<file path="config.mk">
export PLATFORM = sky130hd
export DESIGN_NAME = dacfe_dual_dac_if
export DESIGN_NICKNAME = d
export VERILOG_FILES = /design/src/rtl/dacfe_pkg.sv /design/src/rtl/dacfe_sync.sv /design/src/rtl/dacfe_frame_rx.sv /design/src/rtl/dacfe_reg_bank.sv /design/src/rtl/dacfe_dual_dac_if.sv
export SDC_FILE = /design/constraint.sdc
export NUM_CORES = 1
export LEC_CHECK = 0
export ABC_AREA = 1
export BUFFER_PORTS_ARGS = -buffer_cell sky130_fd_sc_hd__buf_4
export CAP_MARGIN = 40
export CORE_ASPECT_RATIO = 1.75
export CORE_MARGIN = 2
export CORE_UTILIZATION = 30
export CTS_CLUSTER_SIZE = 40
export DETAILED_ROUTE_END_ITERATION = 16
export GPL_TIMING_DRIVEN = 0
export PLACE_DENSITY = 0.51
export SYNTH_ARGS = -nofsm -noshare
export SYNTH_HDL_FRONTEND = slang
export SYNTH_HIERARCHICAL = 1
export SYNTH_SLANG_ARGS = --single-unit
</file>
<file path="constraint.sdc">
create_clock -name clk -period 3.2 [get_ports clk]
set_input_delay 0.32 -clock clk [delete_from_list [all_inputs] [get_ports clk]]
set_output_delay 0.32 -clock clk [all_outputs]
set_load 0.05 [all_outputs]
</file>
<file path="src/rtl/dacfe_pkg.sv">
package dacfe_pkg;

   localparam int CTRL_W = 4;

   // Control field as it sits in the top four bits of a frame (MSB first)
   typedef struct packed {
      logic wr_a;      // write channel A, transfer holding register to B
      logic fast;      // fast settling
      logic active;    // 0 = power-down
      logic buf_only;  // with wr_a = 0: load holding register only
   } ctrl_t;

endpackage

</file>
<file path="src/rtl/dacfe_sync.sv">
module dacfe_sync #(
   parameter int           STAGES  = 2,
   parameter int           W       = 1,
   parameter logic [W-1:0] RST_VAL = '0
) (
   input  logic         clk,
   input  logic         rst_n,
   input  logic [W-1:0] d,
   output logic [W-1:0] q
);

   if (STAGES < 2) begin : g_bad_stages
      $error("dacfe_sync: STAGES must be at least 2");
   end

   logic [W-1:0] stg [STAGES];

   always_ff @(posedge clk or negedge rst_n) begin
      if (!rst_n) stg[0] <= RST_VAL;
      else        stg[0] <= d;
   end

   for (genvar i = 1; i < STAGES; i++) begin : g_stage
      always_ff @(posedge clk or negedge rst_n) begin
         if (!rst_n) stg[i] <= RST_VAL;
         else        stg[i] <= stg[i-1];
      end
   end

   assign q = stg[STAGES-1];

endmodule

</file>
<file path="src/rtl/dacfe_frame_rx.sv">
module dacfe_frame_rx #(
   parameter int FRAME_W = 16,
   localparam int CNT_W  = $clog2(FRAME_W + 2)
) (
   input  logic               clk,
   input  logic               rst_n,
   input  logic               auto_mode,
   input  logic               cs_n,
   input  logic               sclk,
   input  logic               din,
   output logic               cmd_vld,
   output logic [FRAME_W-1:0] cmd_word,
   output logic               locked,
   output logic [CNT_W-1:0]   bit_cnt
);

   localparam logic [CNT_W-1:0] CNT_FULL = CNT_W'(FRAME_W);
   localparam logic [CNT_W-1:0] CNT_LAST = CNT_W'(FRAME_W - 1);
   localparam logic [CNT_W-1:0] CNT_SAT  = CNT_W'(FRAME_W + 1);

   logic               cs_d, sclk_d;
   logic [FRAME_W-1:0] shreg;
   logic [FRAME_W-1:0] shreg_nxt;
   logic               cs_fall, cs_rise, sclk_fall;

   assign cs_fall   =  cs_d & ~cs_n;
   assign cs_rise   = ~cs_d &  cs_n;
   assign sclk_fall =  sclk_d & ~sclk;
   assign shreg_nxt = {shreg[FRAME_W-2:0], din};

   always_ff @(posedge clk or negedge rst_n) begin
      if (!rst_n) begin
         cs_d     <= 1'b1;
         sclk_d   <= 1'b1;
         shreg    <= '0;
         bit_cnt  <= '0;
         locked   <= 1'b0;
         cmd_vld  <= 1'b0;
         cmd_word <= '0;
      end else begin
         cs_d    <= cs_n;
         sclk_d  <= sclk;
         cmd_vld <= 1'b0;
         if (cs_fall) begin
            bit_cnt <= '0;
            locked  <= 1'b0;
         end else if (cs_rise) begin
            if (!auto_mode && bit_cnt == CNT_FULL) begin
               cmd_vld  <= 1'b1;
               cmd_word <= shreg;
            end
            bit_cnt <= '0;
            locked  <= 1'b0;
         end else if (sclk_fall && !cs_n && !locked) begin
            shreg <= shreg_nxt;
            if (bit_cnt != CNT_SAT) bit_cnt <= bit_cnt + 1'b1;
            if (auto_mode && bit_cnt == CNT_LAST) begin
               cmd_vld  <= 1'b1;
               cmd_word <= shreg_nxt;
               locked   <= 1'b1;
            end
         end
      end
   end

endmodule

</file>
<file path="src/rtl/dacfe_reg_bank.sv">
module dacfe_reg_bank
   import dacfe_pkg::*;
#(
   parameter int FRAME_W = 16,
   parameter int DATA_W  = 12
) (
   input  logic               clk,
   input  logic               rst_n,
   input  logic               cmd_vld,
   input  logic [FRAME_W-1:0] cmd_word,
   output logic [DATA_W-1:0]  ch_a,
   output logic [DATA_W-1:0]  ch_b,
   output logic [DATA_W-1:0]  dbuf,
   output logic               power_down,
   output logic               fast_mode
);

   ctrl_t             ctrl;
   logic [DATA_W-1:0] data;

   assign ctrl = ctrl_t'(cmd_word[FRAME_W-1 -: CTRL_W]);
   assign data = cmd_word[DATA_W-1:0];

   always_ff @(posedge clk or negedge rst_n) begin
      if (!rst_n) begin
         ch_a       <= '0;
         ch_b       <= '0;
         dbuf       <= '0;
         power_down <= 1'b1;
         fast_mode  <= 1'b0;
      end else if (cmd_vld) begin
         power_down <= ~ctrl.active;
         fast_mode  <= ctrl.fast;
         if (ctrl.wr_a) begin
            ch_a <= data;
            ch_b <= dbuf;
         end else if (ctrl.buf_only) begin
            dbuf <= data;
         end else begin
            ch_b <= data;
            dbuf <= data;
         end
      end
   end

endmodule

</file>
<file path="src/rtl/dacfe_dual_dac_if.sv">
module dacfe_dual_dac_if
   import dacfe_pkg::*;
#(
   parameter int FRAME_W     = 16,
   parameter int DATA_W      = 12,
   parameter int SYNC_STAGES = 2
) (
   input  logic              clk,
   input  logic              rst_n,
   input  logic              auto_mode,
   input  logic              cs_n,
   input  logic              sclk,
   input  logic              din,
   output logic [DATA_W-1:0] ch_a,
   output logic [DATA_W-1:0] ch_b,
   output logic              power_down,
   output logic              fast_mode
);

   localparam int CNT_W = $clog2(FRAME_W + 2);

   if (DATA_W + CTRL_W != FRAME_W) begin : g_bad_frame
      $error("dacfe_dual_dac_if: FRAME_W must equal DATA_W + control bits");
   end

   logic [2:0]         pins_sync;
   logic               cmd_vld;
   logic [FRAME_W-1:0] cmd_word;
   logic               rx_locked;
   logic [CNT_W-1:0]   rx_cnt;
   logic [DATA_W-1:0]  dbuf;

   dacfe_sync #(.STAGES(SYNC_STAGES), .W(3), .RST_VAL(3'b110)) u_sync (
      .clk   (clk),
      .rst_n (rst_n),
      .d     ({cs_n, sclk, din}),
      .q     (pins_sync)
   );

   dacfe_frame_rx #(.FRAME_W(FRAME_W)) u_rx (
      .clk       (clk),
      .rst_n     (rst_n),
      .auto_mode (auto_mode),
      .cs_n      (pins_sync[2]),
      .sclk      (pins_sync[1]),
      .din       (pins_sync[0]),
      .cmd_vld   (cmd_vld),
      .cmd_word  (cmd_word),
      .locked    (rx_locked),
      .bit_cnt   (rx_cnt)
   );

   dacfe_reg_bank #(.FRAME_W(FRAME_W), .DATA_W(DATA_W)) u_bank (
      .clk        (clk),
      .rst_n      (rst_n),
      .cmd_vld    (cmd_vld),
      .cmd_word   (cmd_word),
      .ch_a       (ch_a),
      .ch_b       (ch_b),
      .dbuf       (dbuf),
      .power_down (power_down),
      .fast_mode  (fast_mode)
   );

endmodule

</file>
Word level (Yosys, flattened, before mapping). Index checks and enable logic that the tools add are counted.

Bits in registers: 85. Logic and storage cells: 68. Input bits: 6. Output and inout port bits: 26.

Muxes and demuxes: 19. Bitwise operators: 10. Eq/ne operators: 5. Add/sub/neg operators: 1. Reduce and logical (&&, ||, !) cells: 19.

Operator list (count): 16-bit two-way mux (4); 12-bit two-way mux (2); 5-bit two-way mux (4); 2-bit AND reduction (5); 1-bit two-way mux (9); 3-bit nonzero test (3); 1-bit inverter (7); 5-bit by 1-bit adder with 5-bit output (second input constant) (1); 5-bit by 4-bit == test with 1-bit output (second input constant) (1); 5-bit == test (second input constant) (1); 5-bit inequality test (second input constant) (1); 1-bit logical AND (4); 4-bit AND reduction (1); 2-bit nonzero test (2); 1-bit bitwise AND (3); 1-bit logical NOT (3); 3-bit AND reduction (1); 2-bit by 1-bit inequality test with 1-bit output (second input constant) (1); 2-bit inequality test (second input constant) (1).

Logic depth before layout (Yosys ltp). Gate-level depths: netlist of run 1.

Word-level depth: 7. Gate-level depth with buffers: 12. Mapped depth without buffers: 11.

Modules after synthesis. Netlist of run 1, hierarchy kept.

By module, submodules not included: dacfe_frame_rx (seq. area each 1028.5 um^2, area an instance 1979.4 um^2, instances 1, cells an instance 247); dacfe_reg_bank (seq. area each 952.2 um^2, area an instance 1632.8 um^2, instances 1, cells an instance 191); dacfe_sync (seq. area each 155.1 um^2, area an instance 177.7 um^2, instances 1, cells an instance 9).

Worst setup path before layout of run 1. OpenSTA, ideal clock, no wires.

Path type: register to register. Start point: reg u_sync.stg, in the netlist u_sync/q[2]. End point: reg u_rx.shreg[0]. Required time: 3.074 ns. Clock period less this slack: 1.652 ns. Cell stages (with the launch flop): 8. Setup slack: 1.548 ns. Data arrival time: 1.526 ns. Setup time: 0.126 ns. Buffers on the path: 2. Cell sequence: dfstp_2 > buf_4 > inv_1 > ha_1 > inv_1 > nor3_2 > buf_2 > o21ai_0.

Longest elaborated chain between the ends: 4. Elaborated cells between the ends (all ways): 9. Those cells by class: 5 x bitwise; 4 x reduce/logical.

RTL lines: from (decl) (RTL line dacfe_sync.sv:16) `logic [W-1:0] stg [STAGES];`; from (signal, indexed assignment) (RTL line dacfe_sync.sv:26) `else stg[i] <= stg[i-1];`; 1-bit inverter / 1-bit logical NOT (equally long branches) (RTL line dacfe_frame_rx.sv:26, dacfe_frame_rx.sv:54); 1-bit bitwise AND / 1-bit logical AND (equally long branches) (RTL line dacfe_frame_rx.sv:26, dacfe_frame_rx.sv:54); 1-bit inverter (no source line) / 1-bit logical AND (equally long branches); 3-bit AND reduction (no source line) *; to (signal assigned) (RTL line dacfe_frame_rx.sv:55) `shreg <= shreg_nxt;`; to (decl) (RTL line dacfe_frame_rx.sv:22) `logic [FRAME_W-1:0] shreg;`.

Every way passes the cells marked *; elsewhere a longest branch is shown, timed or not. A chain may end at the register's enable or synchronous reset.

Worst setup path after layout of run 1.
Start point: reg u_rx.bit_cnt[0]. End point: reg u_rx.cmd_word[13].

Longest elaborated chain between the ends: 4. Elaborated cells between the ends (all ways): 7. Those cells by class: 3 x eq/ne; 4 x reduce/logical.

RTL lines: from (decl) (RTL line dacfe_frame_rx.sv:14) `output logic [CNT_W-1:0] bit_cnt`; from (signal assigned) (RTL line dacfe_frame_rx.sv:56) `if (bit_cnt != CNT_SAT) bit_cnt <= bit_cnt + 1'b1;`; 5-bit == test / 5-bit by 4-bit == test with 1-bit output (equally long branches) (RTL line dacfe_frame_rx.sv:48, dacfe_frame_rx.sv:57); 1-bit logical AND (on tied branches) (RTL line dacfe_frame_rx.sv:48, dacfe_frame_rx.sv:57); 2-bit inequality test (no source line) / 2-bit nonzero test (equally long branches); 4-bit AND reduction (no source line) *; to (signal assigned) (RTL line dacfe_frame_rx.sv:50) `cmd_word <= shreg;`; to (signal assigned) (RTL line dacfe_frame_rx.sv:59) `cmd_word <= shreg_nxt;`; to (decl) (RTL line dacfe_frame_rx.sv:12) `output logic [FRAME_W-1:0] cmd_word,`.

Marked as above.

==> results of run 1 <==
-- path summary, 6_finish.rpt --
kind,end,slack (ns),cells after the start
hold reg to reg,u_sync/q[0],0.35,0
max in group asynchronous,u_rx/sclk_d,2.11,3
hold / removal,u_sync/stg[5],0.08,1
setup reg to reg,u_rx/cmd_word[13],1.28,11
setup / recovery,u_rx/cmd_word[13],1.28,11
min in group asynchronous,u_bank/dbuf[0],0.45,2
-- repair_timing --
| action | in CTS | in global routing |
|---|---|---|
| resized for setup | 0 | 0 |
| hold buffers | 1 | 0 |
| hold endpoints to repair | 24 | 0 |
-- layer usage --
metal,track usage [%],up-vias
met1,13.5,1335
li1,-,1487
met3,3.25,7
met4,4.48,0
met2,23.1,38
met5,0,-
-- cell families after synthesis --
group / count (synthesis) / synth area share, %
flip-flops: 85 / 56.4
buffers and inverters: 71 / 8.88
AND/OR/NAND/NOR: 222 / 24.5
adder cells (fa/ha/maj): 6 / 1.98
AO/OA/AOI/OAI: 63 / 8.32
-- worst register-to-register path, stage by stage (launching register included) --
cell and delay, ns:
dfrtp_1 0.44, ha_1 0.20, nand2_1 0.08, nor2_1 0.13, ha_1 0.16, nand2_1 0.05
inv_1 0.05, nand3_1 0.10, nand2_2 0.18, buf_2 0.26, nand3_1 0.12, nand2_1 0.08
-- registers in the layout, indices dropped and copies added, names as in the netlist --
signal             cells
u_sync/stg             3
u_bank/fast_mode       1
u_rx/sclk_d            1
u_rx/cmd_vld           1
u_sync/q               3
u_rx/locked            1
u_rx/bit_cnt           5
u_rx/shreg            16
u_bank/power_down      1
u_rx/cs_d              1
u_rx/cmd_word         16
u_bank/ch_b           12
u_bank/ch_a           12
u_bank/dbuf           12
-- placed cells by master (no fill, tap or decap) --
cell type / count
nand2_1: 167
dfrtp_1: 78
inv_1: 47
o21ai_0: 47
buf_4: 39
nand3_1: 34
o21ai_1: 14
nor2_1: 11
clkbuf_16: 9
buf_2: 8
dfstp_2: 7
ha_1: 6
nand2_4: 4
buf_6: 4
nand2_2: 3
inv_6: 2
inv_2: 2
a21oi_1: 2
clkbuf_1: 2
clkinv_4: 1
clkinv_2: 1
bufinv_16: 1
inv_8: 1
clkinvlp_4: 1
dlygate4sd3_1: 1
buf_16: 1
or2_4: 1
nand4_1: 1
nor3_2: 1
-- power groups by stage --
stage	registers (uW)	logic [uW]	clock network, uW
2_1_floorplan	1290	170	0
3_3_place_gp	1240	321	0
3_5_place_dp	1240	329	0
4_1_cts	1220	331	1100
5_1_grt	1230	373	1150
6_report	1220	326	1060
-- layout make-up --
type                            instances  area (sq um)
Inverter                               49           184
Sequential cell                        85          2140
Fill cell                            1369          7860
Buffer                                 22           153
Clock buffer                            9           225
Timing Repair Buffer                   33           270
Tap cell                              168           210
Clock inverter                          7          80.1
Multi-Input combinational cell        291          1320
-- metrics by stage --
stage | setup WS [ns] | total power, uW | utilization, % | hold WS, ns
6_report | 1.28 | 2610 | 36.8 | 0.0837
3_5_place_dp | 1.26 | 1570 | 34.3 | 0.265
4_1_cts | 1.24 | 2650 | 36.8 | 0.0679
5_1_grt | 1.06 | 2760 | 36.8 | 0.0656
3_3_place_gp | 1.30 | 1560 | 34.0 | 0.334
2_1_floorplan | 1.55 | 1460 | - | 0.0244
==> results_tabular.tex, run 1 <==
\begin{tabular}{lr}
\hline
Metric & Value \\
\hline
\multicolumn{2}{l}{\textbf{Placed design}} \\
GPL Wtd Cong & 0.770 \\
Area of placed instances & 0.00426 sq mm \\
HPWL after detailed placement & 5.99 mm \\
Cells after DPL & 647 \\
Count of buffers from port buffering & 31 \\
\multicolumn{2}{l}{\textbf{Timing}} \\
Setup skew after layout & 0.00651 ns \\
Clock period minus worst slack & 1.92 ns \\
Final period util & 60.1\% \\
Fin. Hold Viols & 0 \\
Achievable Freq & 520 MHz \\
Setup repair after global routing missed its margin & no \\
Sum of negative setup slack & 0 ns \\
Number of failing setup endpoints in the final timing report & 0 \\
Number of slew-limit violations in the final report & 0 \\
Actual transition at the worst max-transition pin & 0.442 ns \\
Worst-case headroom to the max-slew limit & 70.5\% \\
\multicolumn{2}{l}{\textbf{Finish}} \\
Fraction of layout instances using a drive strength above 1 & 17.3\% \\
Nets & 503 \\
Final instance area & 0.00458 sq mm \\
Non-filler cells in the finished layout & 664 \\
Area delta synth->final & 20.7\% \\
Diodes inserted & 0 \\
\multicolumn{2}{l}{\textbf{Setup path}} \\
Slowest-stage cell, CP & dfrtp\_1 \\
Setup CP Type & reg2reg \\
Critical path endpoint category & flop \\
Stage delay of the slowest cell on the critical path & 0.44 ns \\
Worst-path cell chain & ha\_1, nand2\_1, nor2\_1, ha\_1, nand2\_1, inv\_1, nand3\_1, nand2\_2, buf\_2, nand3\_1, nand2\_1 \\
CP delay by family, top & simple AND/OR/NAND/NOR gates \\
Worst r2r src & u\_rx/bit\_cnt[0] \\
Kind of start point of the critical path & flop \\
Worst path most repeated cell & nand2\_1 \\
Arrival time at the worst endpoint & 2.20 ns \\
Buffer and inverter count on the worst path & 2 \\
Start point of the critical path & u\_rx/bit\_cnt[0] \\
Data required time at the worst endpoint & 3.47 ns \\
Largest fanout of any net on the critical path & 10 \\
\multicolumn{2}{l}{\textbf{Die}} \\
Die extent in y & 153 microns \\
Core ar. & 0.0124 sq mm \\
Die Wd & 89.0 microns \\
Placement row count & 54 \\
Initial Utilization & 30.5\% \\
Top Ports & 32 \\
Overall die area & 0.0136 sq mm \\
\multicolumn{2}{l}{\textbf{Logic synthesis}} \\
Post-Synthesis Net Count & 459 \\
Synth Instances & 447 \\
Share of synthesized registers carrying an async set or reset & 100\% \\
Cell type with the highest aggregate area in the netlist & dfrtp\_1 \\
Number of flip-flops and latches in the synthesized netlist & 85 \\
Count of flip-flops with a built-in enable after synthesis & 0 \\
Share of the yosys chip area belonging to registers & 56.4\% \\
Most frequent cell after synthesis & nand2\_1 \\
Combined area of all synthesized cells & 0.00379 sq mm \\
Yosys synthesis warning count & 6 \\
Top post-synthesis cells by area & dfrtp\_1 (52\%), nand2\_1 (17\%), o21ai\_0 (6.2\%) \\
Syn\_area\_per\_cell & 8.48 sq um \\
Count of distinct cell types in the synthesized netlist & 20 \\
Area share of the leading cell type in the synthesized netlist & 51.5\% \\
Leading register cell type out of synthesis & dfrtp\_1 \\
Leading post-synthesis cells by instance count & nand2\_1 (167), dfrtp\_1 (78), inv\_1 (47), o21ai\_0 (47), nand3\_1 (34) \\
\multicolumn{2}{l}{\textbf{Global routing}} \\
Initial antenna violation count & 0 \\
Largest net degree at the start of global routing & 61 \\
Overflow left after global routing & 0 \\
Number of global-route vias before repair & 2797 \\
Wire length of the first global-routing pass & 13.3 mm \\
GRT Util Overall & 12.6\% \\
\multicolumn{2}{l}{\textbf{Routing}} \\
Total number of vias & 2867 \\
Pre-antenna DRT Iters & 5 \\
Met2 layer wire length in the routed design & 4.54 mm \\
Total Routed Length & 7.89 mm \\
Met3 routed wirelength & 240 microns \\
Met1 wire length & 3.00 mm \\
Highest layer used for signal routing & met4 \\
Number of design rule violations left after detail routing & 0 \\
Via-to-Cell Ratio & 4.32 \\
Count of nets left with antenna violations after detail routing & 0 \\
Drt initial violations & 88 \\
Mean routed wirelength per cell & 11.9 microns \\
\multicolumn{2}{l}{\textbf{Power}} \\
Share of power burned in the clock network & 40.7\% \\
Sequential fraction of design power & 46.8\% \\
Switching power summed over all nets & 722 uW \\
Leakage power & 0.00230 uW \\
Comb power frac & 12.5\% \\
Power per unit of standard cell area & 570 mW/mm\^{}2 \\
Share of total power consumed by net switching & 27.7\% \\
Maximum ir drop on the vdd rail & 316 uV \\
Int Pwr & 1890 uW \\
\multicolumn{2}{l}{\textbf{Hold path}} \\
Class of the most critical hold timing path & in2reg \\
Hold path start & cs\_n \\
\multicolumn{2}{l}{\textbf{Outcome}} \\
Outcome & completed \\
\multicolumn{2}{l}{\textbf{CTS}} \\
Number of CTS-inserted buffers & 9 \\
Worst-skew pair later-pin latency & 0.34 ns \\
Clock tree buffer depth & 2 \\
Number of H-tree levels & 3 \\
Clock tree from TritonCTS & yes \\
Number of clock sinks seen by CTS & 85 \\
Worst-path clk slew & 0.06 ns \\
Buffers inserted by post-CTS timing repair & 0 \\
Clock root cell & clkbuf\_16 \\
\multicolumn{2}{l}{\textbf{Run}} \\
Number of violations of the max-capacitance limit & 0 \\
\hline
\end{tabular}
(Power assumes the default switching activity.)
==> run 2: changes to the inputs <==
- PLACE_DENSITY: 0.51 -> 0.52
- clock period: 3.2 -> 1.6 ns (I/O delays scaled with it)
==> run 2 against run 1 <==
Against the previous run:
- count of clock-buffer cells in the layout is the same
- critical path depth grew 1
- first-iteration DRC count increased by 24%
- core utilization increased by 3.3 points
- worst hold slack improved by 0.18 ns
- non-clock buffer count grew 20
- worst setup slack lost 1.4 ns
- the run now ends with negative setup slack left
- fmax grew 12%
- critical path type unchanged
- clock power rose by 120%
==> results_tabular.tex, run 2 (same netlist as run 1, synthesis figures left out) <==
\begin{tabular}{lr}
\hline
Metric & Value \\
\hline
\multicolumn{2}{l}{\textbf{Finish}} \\
Non-filler cells in the finished layout & 684 \\
Nets & 523 \\
Registers with the most flip-flops & u\_rx/cmd\_word: 16 flops, u\_rx/shreg: 16 flops \\
Leading cell type in the layout, fill and taps excluded & nand2\_1 \\
Area delta synth->final & 31.5\% \\
Diodes inserted & 0 \\
Fraction of layout instances using a drive strength above 1 & 27.3\% \\
Most frequent cells in the layout & nand2\_1 (145), dfrtp\_1 (78), buf\_4 (49) \\
Final design utilization & 40.1\% \\
Filler cell count in the final layout & 1319 \\
\multicolumn{2}{l}{\textbf{Setup path}} \\
Setup CP Type & reg2reg \\
Largest fanout of any net on the critical path & 7 \\
Critical path endpoint category & flop \\
Kind of start point of the critical path & flop \\
Worst r2r src & u\_rx/bit\_cnt[0] \\
Start point of the critical path & u\_rx/bit\_cnt[0] \\
Arrival time at the worst endpoint & 1.95 ns \\
Data required time at the worst endpoint & 1.83 ns \\
\multicolumn{2}{l}{\textbf{CTS}} \\
Number of CTS-inserted buffers & 9 \\
Number of H-tree levels & 3 \\
Worst-skew pair later-pin latency & 0.34 ns \\
Number of clock sinks seen by CTS & 85 \\
Clock root cell & clkbuf\_16 \\
Clock tree from TritonCTS & yes \\
Worst-path clk slew & 0.06 ns \\
Clock tree buffer depth & 2 \\
\multicolumn{2}{l}{\textbf{Routing}} \\
Count of nets left with antenna violations after detail routing & 0 \\
Met3 routed wirelength & 212 microns \\
Pre-antenna DRT Iters & 4 \\
Mean routed wirelength per cell & 12.6 microns \\
Total Routed Length & 8.62 mm \\
Via-to-Cell Ratio & 4.37 \\
Number of design rule violations left after detail routing & 0 \\
Met2 layer wire length in the routed design & 4.96 mm \\
Total number of vias & 2989 \\
Met1 wire length & 3.28 mm \\
Drt initial violations & 109 \\
Highest layer used for signal routing & met4 \\
\multicolumn{2}{l}{\textbf{Power}} \\
Total power & 5530 uW \\
Leakage power & 0.00246 uW \\
Maximum ir drop on the vdd rail & 583 uV \\
Power per unit of standard cell area & 1110 mW/mm\^{}2 \\
\multicolumn{2}{l}{\textbf{Die}} \\
Overall die area & 0.0136 sq mm \\
Die Wd & 89.0 microns \\
Core ar. & 0.0124 sq mm \\
Die extent in y & 153 microns \\
Top Ports & 32 \\
Placement row count & 54 \\
Initial Utilization & 30.5\% \\
\multicolumn{2}{l}{\textbf{Global routing}} \\
Initial antenna violation count & 0 \\
Overflow left after global routing & 0 \\
Number of global-route vias before repair & 3013 \\
GRT Util Overall & 13.3\% \\
Largest net degree at the start of global routing & 61 \\
Wire length of the first global-routing pass & 14.1 mm \\
\multicolumn{2}{l}{\textbf{Timing}} \\
Final period util & 108\% \\
Achievable Freq & 581 MHz \\
Setup skew after layout & 0.00916 ns \\
Crit path setup slack, layout & -0.121 ns \\
Sum of negative setup slack & -1.20 ns \\
Number of slew-limit violations in the final report & 0 \\
Actual transition at the worst max-transition pin & 0.363 ns \\
Number of failing setup endpoints in the final timing report & 13 \\
Setup repair after global routing missed its margin & yes \\
Clock period minus worst slack & 1.72 ns \\
Worst-case headroom to the max-slew limit & 75.8\% \\
Fin. Hold Viols & 0 \\
\multicolumn{2}{l}{\textbf{Hold path}} \\
Hold path start & auto\_mode \\
Class of the most critical hold timing path & in2reg \\
\multicolumn{2}{l}{\textbf{Run}} \\
Number of violations of the max-capacitance limit & 0 \\
\multicolumn{2}{l}{\textbf{Placed design}} \\
Cells after DPL & 647 \\
HPWL after detailed placement & 5.90 mm \\
GPL Wtd Cong & 0.749 \\
Count of buffers from port buffering & 31 \\
\multicolumn{2}{l}{\textbf{Outcome}} \\
Failing checks & negative setup slack \\
Outcome & complete, but fails checks \\
\hline
\end{tabular}
## run 2: cell types whose count changed in the layout (fill, tap and decap cells not counted), sizes merged
cell | before | now
buf | 52 | 68
dlygate4sd3 | 1 | 4
bufinv | 1 | 2
clkbuf | 11 | 12
inv | 52 | 51
## run 2: repair_timing
item	CTS	global route
gates resized for setup	33	39
endpoints found under the setup margin	33	38
hold endpoints to repair	28	0
pin swaps	4	12
gates cloned	3	1
hold buffers	4	0
buffers inserted	9	5
## run 2: per-stage QoR
stage          hold slack [ns]  cell area (sq um)  setup WS [ns]
5_1_grt                  0.280               4980         -0.238
3_3_place_gp             0.268               4250         -0.281
6_report                 0.263               4980         -0.121
2_1_floorplan           -0.136               3810       0.000346
4_1_cts                  0.233               4830         -0.101
3_5_place_dp             0.103               4280         -0.307
## run 2: worst max-delay path, stage by stage (launching register included)
cell and delay [ns]:
dfrtp_1 0.36, ha_2 0.20, nand2_2 0.08, nor2_4 0.11, ha_2 0.16, nand2_1 0.05, inv_1 0.07, nand3_2 0.11
nand2_4 0.13, nand2_8 0.08, clkbuf_16 0.17, nand2_2 0.05, nand2_1 0.04
## run 2: power breakdown
group | switching, uW | leakage, uW | internal [uW]
logic | 489 | 0.00116 | 296
registers | 116 | 0.00114 | 2320
clock network | 910 | 0.000160 | 1390
total | 1520 | 0.00246 | 4010
## run 2: final timing paths
kind	end	slack, ns	cells past startpoint
setup / recovery	u_rx/cmd_word[13]	-0.12	12
hold / removal	u_rx/locked	0.26	5
setup reg to reg	u_rx/cmd_word[13]	-0.12	12
hold reg to reg	u_sync/q[0]	0.35	0
max in group asynchronous	u_sync/stg[5]	0.68	3
min in group asynchronous	u_bank/ch_b[0]	0.28	2
## run 2: final cells by class
type / count / area (sq um) / share of cell area, %
repair buffers: 54 / 488 / 9.79
clock inverters: 7 / 108 / 2.16
well taps: 168 / 210 / 4.22
clock buffers: 9 / 225 / 4.52
inverters: 49 / 186 / 3.74
plain buffers: 21 / 178 / 3.56
multi-input cells: 291 / 1450 / 29.2
flip-flops and latches: 85 / 2140 / 42.8
## run 2: per-layer routing
layer,up-vias,global-route usage [%]
met5,-,0
met4,0,6.04
met3,10,2.33
met2,48,24.9
met1,1403,13.8
li1,1528,-
